### src/rtl/crtc_pkg.sv
package crtc_pkg;

   localparam int CRTC_NREGS = 25;
   localparam int CRTC_DW    = 8;

   // register positions the counters decode
   localparam int IX_HTOT   = 'h00;
   localparam int IX_HDEND  = 'h01;
   localparam int IX_HBSTA  = 'h02;
   localparam int IX_HBEND  = 'h03;
   localparam int IX_HSSTA  = 'h04;
   localparam int IX_HSEND  = 'h05;
   localparam int IX_VTOT   = 'h06;
   localparam int IX_OVFL   = 'h07;
   localparam int IX_SCAN   = 'h09;
   localparam int IX_VSSTA  = 'h10;
   localparam int IX_VSEND  = 'h11;
   localparam int IX_VDEND  = 'h12;
   localparam int IX_VBSTA  = 'h15;
   localparam int IX_VBEND  = 'h16;
   localparam int IX_POLAR  = 'h18;

   localparam int LAST_LOCKED = 'h07;

   typedef logic [CRTC_NREGS-1:0][CRTC_DW-1:0] crtc_bank_t;

   typedef struct packed {
      logic [7:0] h_tot;
      logic [7:0] h_dend;
      logic [7:0] h_bsta;
      logic [5:0] h_bend;
      logic [7:0] h_ssta;
      logic [4:0] h_send;
      logic [9:0] v_tot;
      logic [9:0] v_dend;
      logic [9:0] v_ssta;
      logic [3:0] v_send;
      logic [9:0] v_bsta;
      logic [7:0] v_bend;
      logic       h_neg;
      logic       v_neg;
   } crtc_timing_t;

   function automatic crtc_timing_t crtc_decode(input crtc_bank_t b);
      crtc_timing_t t;
      t.h_tot  = b[IX_HTOT];
      t.h_dend = b[IX_HDEND];
      t.h_bsta = b[IX_HBSTA];
      t.h_bend = {b[IX_HSEND][7], b[IX_HBEND][4:0]};
      t.h_ssta = b[IX_HSSTA];
      t.h_send = b[IX_HSEND][4:0];
      t.v_tot  = {b[IX_OVFL][5], b[IX_OVFL][0], b[IX_VTOT]};
      t.v_dend = {b[IX_OVFL][6], b[IX_OVFL][1], b[IX_VDEND]};
      t.v_ssta = {b[IX_OVFL][7], b[IX_OVFL][2], b[IX_VSSTA]};
      t.v_send = b[IX_VSEND][3:0];
      t.v_bsta = {b[IX_SCAN][5], b[IX_OVFL][3], b[IX_VBSTA]};
      t.v_bend = b[IX_VBEND];
      t.h_neg  = b[IX_POLAR][6];
      t.v_neg  = b[IX_POLAR][7];
      return t;
   endfunction

endpackage

### src/rtl/crtc_regbank.sv
module crtc_regbank
   import crtc_pkg::*;
#(
   parameter int IDX_W = 5
) (
   input  logic                 clk,
   input  logic                 rst_n,
   input  logic                 wr_en,
   input  logic [IDX_W-1:0]     idx,
   input  logic [CRTC_DW-1:0]   wr_data,
   input  logic                 load,
   output logic [CRTC_DW-1:0]   rd_data,
   output crtc_bank_t           act_bank
);

   localparam int NREG = CRTC_NREGS;

   if (IDX_W < 5) begin : g_bad_idx
      $error("crtc_regbank: IDX_W must reach index 0x18");
   end

   crtc_bank_t pend;
   logic       locked;

   assign locked = pend[IX_VSEND][7];

   for (genvar i = 0; i < NREG; i++) begin : g_reg
      localparam logic [CRTC_DW-1:0] LOCK_KEEP =
         (i == IX_OVFL) ? 8'h10 : ((i <= LAST_LOCKED) ? 8'h00 : 8'hFF);
      logic [CRTC_DW-1:0] wmask;
      logic               hit;

      assign hit   = wr_en && (idx == IDX_W'(i));
      assign wmask = locked ? LOCK_KEEP : 8'hFF;

      always_ff @(posedge clk) begin
         if (!rst_n) begin
            pend[i] <= '0;
         end else if (hit) begin
            pend[i] <= (pend[i] & ~wmask) | (wr_data & wmask);
         end
      end

      always_ff @(posedge clk) begin
         if (!rst_n) begin
            act_bank[i] <= '0;
         end else if (load) begin
            act_bank[i] <= pend[i];
         end
      end

      // working copy moves only on the frame edge
      a_r10_hold_working: assert property (@(posedge clk) disable iff (!rst_n)
         !load |=> $stable(act_bank[i]));

      if (i < LAST_LOCKED) begin : g_lock_chk
         a_r8_locked_low: assert property (@(posedge clk) disable iff (!rst_n)
            (hit && locked) |=> $stable(pend[i]));
      end else if (i == LAST_LOCKED) begin : g_ovf_chk
         a_r8_locked_ovfl: assert property (@(posedge clk) disable iff (!rst_n)
            (hit && locked) |=> $stable(pend[i] & 8'hEF));
      end
   end

   always_comb begin
      rd_data = '0;
      if (idx < IDX_W'(NREG)) begin
         rd_data = pend[idx];
      end
   end

endmodule

### src/rtl/crtc_hgen.sv
module crtc_hgen #(
   parameter int HC_W = 9
) (
   input  logic            clk,
   input  logic            rst_n,
   input  logic [7:0]      tot_m5,
   input  logic [7:0]      bl_sta,
   input  logic [5:0]      bl_end,
   input  logic [7:0]      sy_sta,
   input  logic [4:0]      sy_end,
   output logic [HC_W-1:0] hc,
   output logic            h_last,
   output logic            hblank_f,
   output logic            hsync_f
);

   localparam int BIAS = 4;

   if (HC_W < 9) begin : g_bad_hc
      $error("crtc_hgen: HC_W too small for total plus bias");
   end

   logic [HC_W-1:0] last_val;
   logic [HC_W-1:0] hn;

   assign last_val = HC_W'(tot_m5) + HC_W'(BIAS);
   assign h_last   = (hc == last_val);
   assign hn       = h_last ? '0 : hc + 1'b1;

   always_ff @(posedge clk) begin
      if (!rst_n) begin
         hc       <= '0;
         hblank_f <= 1'b0;
         hsync_f  <= 1'b0;
      end else begin
         hc <= hn;
         if (hn == HC_W'(bl_sta)) begin
            hblank_f <= 1'b1;
         end else if (hn[5:0] == bl_end) begin
            hblank_f <= 1'b0;
         end
         if (hn == HC_W'(sy_sta)) begin
            hsync_f <= 1'b1;
         end else if (hn[4:0] == sy_end) begin
            hsync_f <= 1'b0;
         end
      end
   end

   a_r1_hwrap: assert property (@(posedge clk) disable iff (!rst_n)
      h_last |=> (hc == '0));
   a_r1_hbound: assert property (@(posedge clk) disable iff (!rst_n)
      hc <= last_val);
   a_r3_sync_on: assert property (@(posedge clk) disable iff (!rst_n)
      (!h_last && (hc + 1'b1 == HC_W'(sy_sta))) |=> hsync_f);

endmodule

### src/rtl/crtc_vgen.sv
module crtc_vgen #(
   parameter int VC_W = 11
) (
   input  logic            clk,
   input  logic            rst_n,
   input  logic            adv,
   input  logic [9:0]      tot_m2,
   input  logic [9:0]      sy_sta,
   input  logic [3:0]      sy_end,
   input  logic [9:0]      bl_sta,
   input  logic [7:0]      bl_end,
   output logic [VC_W-1:0] vc,
   output logic            v_last,
   output logic            vblank_f,
   output logic            vsync_f
);

   localparam int BIAS = 1;

   if (VC_W < 11) begin : g_bad_vc
      $error("crtc_vgen: VC_W too small for total plus bias");
   end

   logic [VC_W-1:0] last_val;
   logic [VC_W-1:0] vn;

   assign last_val = VC_W'(tot_m2) + VC_W'(BIAS);
   assign v_last   = (vc == last_val);
   assign vn       = v_last ? '0 : vc + 1'b1;

   always_ff @(posedge clk) begin
      if (!rst_n) begin
         vc       <= '0;
         vblank_f <= 1'b0;
         vsync_f  <= 1'b0;
      end else if (adv) begin
         vc <= vn;
         if (vn == VC_W'(sy_sta)) begin
            vsync_f <= 1'b1;
         end else if (vn[3:0] == sy_end) begin
            vsync_f <= 1'b0;
         end
         if (vn == VC_W'(bl_sta)) begin
            vblank_f <= 1'b1;
         end else if (vn[7:0] == bl_end) begin
            vblank_f <= 1'b0;
         end
      end
   end

   a_r4_vwrap: assert property (@(posedge clk) disable iff (!rst_n)
      (adv && v_last) |=> (vc == '0));
   a_r4_vhold: assert property (@(posedge clk) disable iff (!rst_n)
      !adv |=> ($stable(vc) && $stable(vsync_f) && $stable(vblank_f)));
   a_r5_vsync_on: assert property (@(posedge clk) disable iff (!rst_n)
      (adv && !v_last && (vc + 1'b1 == VC_W'(sy_sta))) |=> vsync_f);

endmodule

### src/rtl/crtc_timing_gen.sv
module crtc_timing_gen
   import crtc_pkg::*;
#(
   parameter int IDX_W = 5,
   parameter int HC_W  = 9,
   parameter int VC_W  = 11
) (
   input  logic             clk,
   input  logic             rst_n,
   input  logic             cfg_we,
   input  logic [IDX_W-1:0] cfg_idx,
   input  logic [7:0]       cfg_wdata,
   output logic [7:0]       cfg_rdata,
   output logic             hsync_o,
   output logic             vsync_o,
   output logic             hblank_o,
   output logic             vblank_o,
   output logic             de_o
);

   crtc_bank_t      act_bank;
   crtc_timing_t    tm;
   logic [HC_W-1:0] hc;
   logic [VC_W-1:0] vc;
   logic            h_last, v_last, frame_load;
   logic            hb_f, hs_f, vb_f, vs_f;

   assign tm         = crtc_decode(act_bank);
   assign frame_load = h_last && v_last;

   crtc_regbank #(.IDX_W(IDX_W)) u_bank (
      .clk      (clk),
      .rst_n    (rst_n),
      .wr_en    (cfg_we),
      .idx      (cfg_idx),
      .wr_data  (cfg_wdata),
      .load     (frame_load),
      .rd_data  (cfg_rdata),
      .act_bank (act_bank)
   );

   crtc_hgen #(.HC_W(HC_W)) u_h (
      .clk      (clk),
      .rst_n    (rst_n),
      .tot_m5   (tm.h_tot),
      .bl_sta   (tm.h_bsta),
      .bl_end   (tm.h_bend),
      .sy_sta   (tm.h_ssta),
      .sy_end   (tm.h_send),
      .hc       (hc),
      .h_last   (h_last),
      .hblank_f (hb_f),
      .hsync_f  (hs_f)
   );

   crtc_vgen #(.VC_W(VC_W)) u_v (
      .clk      (clk),
      .rst_n    (rst_n),
      .adv      (h_last),
      .tot_m2   (tm.v_tot),
      .sy_sta   (tm.v_ssta),
      .sy_end   (tm.v_send),
      .bl_sta   (tm.v_bsta),
      .bl_end   (tm.v_bend),
      .vc       (vc),
      .v_last   (v_last),
      .vblank_f (vb_f),
      .vsync_f  (vs_f)
   );

   assign hsync_o  = hs_f ^ tm.h_neg;
   assign vsync_o  = vs_f ^ tm.v_neg;
   assign hblank_o = hb_f;
   assign vblank_o = vb_f;
   assign de_o     = (hc <= HC_W'(tm.h_dend)) && (vc <= VC_W'(tm.v_dend));

   a_r7_de_needs_vertical: assert property (@(posedge clk) disable iff (!rst_n)
      de_o |-> (vc <= VC_W'(tm.v_dend)));
   a_r9_pol_only_at_frame: assert property (@(posedge clk) disable iff (!rst_n)
      !frame_load |=> ($stable(tm.h_neg) && $stable(tm.v_neg)));
   a_r11_quiet_after_reset: assert property (@(posedge clk)
      !rst_n |=> (!hsync_o && !vsync_o && !hblank_o && !vblank_o));

endmodule

### config.mk
export PLATFORM = sky130hd
export DESIGN_NAME = crtc_timing_gen
export DESIGN_NICKNAME = d
export VERILOG_FILES = /design/src/rtl/crtc_pkg.sv /design/src/rtl/crtc_regbank.sv /design/src/rtl/crtc_hgen.sv /design/src/rtl/crtc_vgen.sv /design/src/rtl/crtc_timing_gen.sv
export SDC_FILE = /design/constraint.sdc
export NUM_CORES = 1
export LEC_CHECK = 0
export BUFFER_PORTS_ARGS = -buffer_cell sky130_fd_sc_hd__buf_2
export CORE_MARGIN = 4
export CORE_UTILIZATION = 40
export DETAILED_ROUTE_END_ITERATION = 8
export HOLD_SLACK_MARGIN = 0.06
export MAX_ROUTING_LAYER = met4
export SYNTH_ARGS = -nofsm -noshare
export SYNTH_HDL_FRONTEND = slang
export SYNTH_SLANG_ARGS = --single-unit
### constraint.sdc
create_clock -name clk -period 2.88 [get_ports clk]
set_input_delay 0.288 -clock clk [delete_from_list [all_inputs] [get_ports clk]]
set_output_delay 0.288 -clock clk [all_outputs]
set_load 0.005 [all_outputs]
# Yosys cells after proc, flatten, opt, wreduce, memory -nomap -nowiden
# Cells that the tools add are included.
# word_totals
reg_bits,335
input_bits,16
output_inout_bits,13
# op_classes
n_addsub,4
n_lt_le_gt_ge,4
n_eq_ne,34
muxes,15
n_bitwise,22
n_reduce_logical,34
# op_table
cell,n
bitwise AND 8 bit,10
bitwise OR 8 bit,8
== test 5 bit (second input constant),9
binary-select mux 8 bit (select 5 bit),1
== test 5 x 4 -> 1 bit (second input constant),8
2-to-1 mux 8 bit,4
logical AND 1 bit,27
== test 11 x 10 -> 1 bit,2
== test 5 x 3 -> 1 bit (second input constant),4
== test 9 x 8 -> 1 bit,2
NOT 8 bit,2
adder 10 x 1 -> 11 bit (second input constant),1
adder 11 x 1 -> 11 bit (second input constant),1
== test 11 bit,1
less-or-equal comparator 11 x 10 -> 1 bit,1
2-to-1 mux 11 bit,1
== test 5 x 2 -> 1 bit (second input constant),2
adder 8 x 3 -> 9 bit (second input constant),1
adder 9 x 1 -> 9 bit (second input constant),1
== test 9 bit,1
less-or-equal comparator 9 x 8 -> 1 bit,1
2-to-1 mux 9 bit,1
== test 8 bit,1
2-to-1 mux 1 bit,8
other kinds (10),15

# Depth between registers and ports, before layout
# depth
word_depth,6
depth_mapped,12
mapped_depth_nobuf,11

# Hierarchy
# From an unflattened synthesis, not the netlist that was laid out.
# unflattened
cells_unflattened,2155
area_unflattened_um2,20756.2
# modules_own_cells
module,instances,cells_each,area_each_um2
crtc_regbank,1,1657,17022.6
crtc_vgen,1,250,1818.0
crtc_hgen,1,181,1406.3
crtc_timing_gen,1,67,509.2

# Least setup slack after synthesis
# OpenSTA, ideal clock, no wires.
# synth_timing
path_kind,input -> output
from,in cfg_idx[0]
to,out cfg_rdata[7]
t_arrival_ns,2.255
required_ns,2.592
setup_slack_ns,0.337
stages,5
cell_sequence,buf_1 -> buf_1 -> mux4_2 -> mux4_2 -> mux2_2
# synth_between
elab_chain_cells,3
word_cells_on_any_way,4
# synth_lines
element,line_no,rtl
start: declaration,crtc_timing_gen.sv:11,"input logic [IDX_W-1:0] cfg_idx,"
binary-select mux 8 bit (select 5 bit),crtc_regbank.sv:68,rd_data = pend[idx];
2-to-1 mux 8 bit (not written as such),crtc_regbank.sv:68,
2-to-1 mux 8 bit *,crtc_regbank.sv:67,if (idx < IDX_W'(NREG)) begin
end: declaration,crtc_timing_gen.sv:13,"output logic [7:0] cfg_rdata,"
# Every way passes the cells marked *; elsewhere a longest branch is shown, timed or not. The select of a mux whose other input is x is not followed.

# Worst setup path in the final report
# layout_timing
from,reg u_v.vc[1]
to,out de_o
# layout_between
elab_chain_cells,2
# layout_lines
element,line_no,rtl
start: declaration,crtc_vgen.sv:12,"output logic [VC_W-1:0] vc,"
start signal: assignment,crtc_vgen.sv:37,vc <= vn;
less-or-equal comparator 11 x 10 -> 1 bit,crtc_timing_gen.sv:75,assign de_o = (hc <= HC_W'(tm.h_dend)) && (vc <= VC_W'(tm.v_dend));
logical AND 1 bit,crtc_timing_gen.sv:75,
end: declaration,crtc_timing_gen.sv:18,output logic de_o
# Every way passes these cells.

==> results_dict.tcl <==
set metrics [dict create \
    vdd_drop_max_mv 0.365 \
    cts_tree "built" \
    worst-r2r-setup-slack_ns 0.15 \
    syn_to_final_growth_pct 13.6 \
    multi_input_area_sq_um 9140 \
    cts_sinks 321 \
    finalClockSkew_ns 0.0131 \
    worst_pin_slew_ns 0.956 \
    h-tree-depth 2 \
    setup_viol 0 \
    cts_root_buffer "clkbuf_16" \
    cts_made_buffers 36 \
    whs_ns 0.197 \
    firstDrtPassIters 5 \
    arrival_ns 2.57 \
    p_per_area_nw_per_um2 527 \
    cts_buffer_depth 3 \
    yosysWarnings 0 \
    grt_pass1_wl_mm 71.4 \
    synth_cell_type_count 68 \
    fp.dieW_microns 209 \
    worstReg2RegEnd "u_v.vblank_f" \
    path_class "register to output pin" \
    p_clk_share_pct 47.0 \
    fmax_mhz 351 \
    hold_path_end "u_bank.act_bank[3]" \
    via_count 12600 \
    synth-edff-count 0 \
    numPortBuffers 28 \
    whs_path_depth 2 \
    clkTransAtPathRegs_ns 0.06 \
    syn_inst 1714 \
    switchingPower_uw 2180 \
    post_dp_cell_area_sq_um 17000 \
    fp.dieH_microns 209 \
    power_leakage_uw 0.00651 \
    grt_start_max_net_pins 159 \
    grt_antenna_before_repair 3 \
    routedWlPerCell_microns 20.2 \
    synth_seq_cells 321 \
    die_area_sq_um 43700 \
    r2r_cells 12 \
    wl_mm 45.9 \
    seq_power_share_pct 46.6 \
    fin_setup_tns_ns 0 \
    grt-ovfl-total 0 \
    viasPerCell 5.54 \
    drc 0 \
    io_pins 29 \
    ant_nets 0 \
    fill_cells 3874 \
    synthArstFlopShare_pct 0 \
    ys.flop_type "dfxtp_1" \
    rsz0062_at_grt "yes" \
    num_rows 73 \
    path_max_fanout 4 \
    maxCapViolCount 0 \
    startpoint_type "register" \
    r2r-start "u_bank.act_bank[49]" \
    synth_most_common_cell "dfxtp_1" \
    post_synth_main_area_contributors "dfxtp_1 (40%), mux2i_1 (10%), mux4_2 (7.8%), nor2b_1 (7.2%), a21boi_0 (6.3%)" \
    synth_top_area_share_pct 39.7 \
    fin_cells 2268 \
    synthTopCellsByCount "dfxtp_1 (321), nand2_1 (272), nor2b_1 (187), mux2i_1 (169), a21boi_0 (136)" \
    synth_nets 1752 \
    timing.final.max_slew_violations 0 \
    nets 1757 \
    post-route-period-util_pct 99.1 \
    regArea_sq_um 6440 \
    grt_pass1_vias 12100 \
    crit_required_ns 2.59 \
    seq_area_frac_synth_pct 39.7 \
    drtIter0Drc 1068 \
    crit_path_end_kind "output pin" \
    internal-power_uw 7510 \
    core_area_sq_um 39800 \
    worstHoldPathType "input port to register" \
    initial_utilization_pct 40.6 \
    p_comb_share_pct 6.4 \
    gp_congestion 0.910 \
    power.share.switching_pct 22.5 \
    slew_headroom_pct 36.0 \
    startpoint "u_v.vc[1]" \
    grtUsageTotal_pct 20.8 \
    clock_latency_ns 0.52 \
    hp-start "rst_n" \
    hold_viol 0 \
    synthesis.area_sq_um 16200 \
    dp_cells 2201 \
    synth_top_area_cell "dfxtp_1" \
    min_period_ns 2.85 \
    drive_above_1_share_pct 14.6 \
    dp_hpwl_mm 31.4 \
    status "completed" \
    avgSynthCellArea_sq_um 9.44 \
    final_area_sq_um 18400 \
]
[critical path, stage by stage, from the launching register on]
cell      delay [ns]
dfxtp_4         0.40
ha_4            0.21
nor2b_1         0.12
o21a_1          0.16
o21a_1          0.16
o21a_1          0.17
o21ai_1         0.12
nand2b_1        0.08
a21oi_2         0.13
o21ai_2         0.08
a211oi_2        0.27
buf_2           0.16
[layout make-up]
cell class                 count  share of cell area, %
clock inverter                10                  0.831
sequential                   321                   35.1
inverter                      36                  0.735
timing repair buffer          99                   4.56
clock buffer                  49                   5.45
antenna                        3                 0.0409
tap                          525                   3.58
multi-input combinational   1225                   49.7
[power groups by stage]
| stage | registers [uW] | clock network [uW] | logic (uW) |
|---|---|---|---|
| final | 4510 | 4550 | 622 |
| after global routing | 4510 | 4850 | 670 |
| after CTS | 4510 | 4660 | 610 |
| after detailed placement | 4600 | 0 | 603 |
| after global placement | 4600 | 0 | 597 |
| after floorplan | 4590 | 0 | 433 |
[metrics by stage]
step | util, % | total power, uW | setup WS (ns)
finish | 46.1 | 9690 | 0.0270
detailed placement | 42.8 | 5210 | 0.0725
CTS | 45.8 | 9770 | 0.00754
global route | 46.1 | 10000 | -0.0577
global placement | 42.8 | 5200 | 0.0814
floorplan | - | 5020 | 0.337
[repair_timing]
action                     4_1_cts  5_1_grt
setup buffers                    0        3
setup endpoints to repair        1       77
pin swaps                        2        6
gates cloned                     0        3
hold buffers                     0        0
gates resized for setup         18       15
[routing by layer]
metal  up-vias  GRT usage, %  part of all wire, %
met3        84          3.17                  5.8
met2       392          30.5                   44
met5         -             -                    0
met4         0          6.50                  2.9
met1      6090          29.8                   48
li1       6003             -                    -
[placed cells by master, fill, tap and decap left out, types with 10 or more instances in the layout]
cell type / Yosys / layout
inv_1: 36 / 34
buf_4: 4 / 60
and3_1: 10 / 10
mux4_2: 56 / 56
nor2b_1: 187 / 187
ha_1: 22 / 20
a21oi_1: 30 / 28
nor3_1: 15 / 15
nand3_1: 52 / 52
a21boi_0: 136 / 136
a31oi_1: 12 / 12
o21ai_0: 20 / 16
nor2_1: 35 / 34
nand2_1: 272 / 271
mux2i_1: 169 / 169
dfxtp_1: 321 / 311
xor2_1: 26 / 26
o22ai_1: 16 / 16
buf_2: 28 / 26
clkbuf_16: 0 / 40
xnor2_1: 32 / 32
[how the worst max path moves through the flow]
| stage | to | slack [ns] | cells after the start |
|---|---|---|---|
| after floorplan | cfg_rdata[7] | 0.34 | 5 |
| after global placement | u_h.hblank_f | 0.08 | 9 |
| after detailed placement | u_v.vblank_f | 0.07 | 11 |
| after CTS | de_o | 0.008 | 11 |
| after global routing | de_o | -0.06 | 12 |
| final | de_o | 0.03 | 11 |
[cells by family (layout without fill, tap and decap cells)]
group | Yosys count | after routing | share of synthesized area [%]
simple gates | 638 | 638 | 20.0
flops | 321 | 321 | 39.7
compound gates | 274 | 274 | 12.3
mux | 233 | 233 | 18.8
buf+inv | 168 | 194 | 4.32
xor+xnor | 58 | 58 | 3.14
fa+ha+maj | 22 | 22 | 1.70
other cells | 0 | 3 | 0
(Power assumes the default switching activity.)
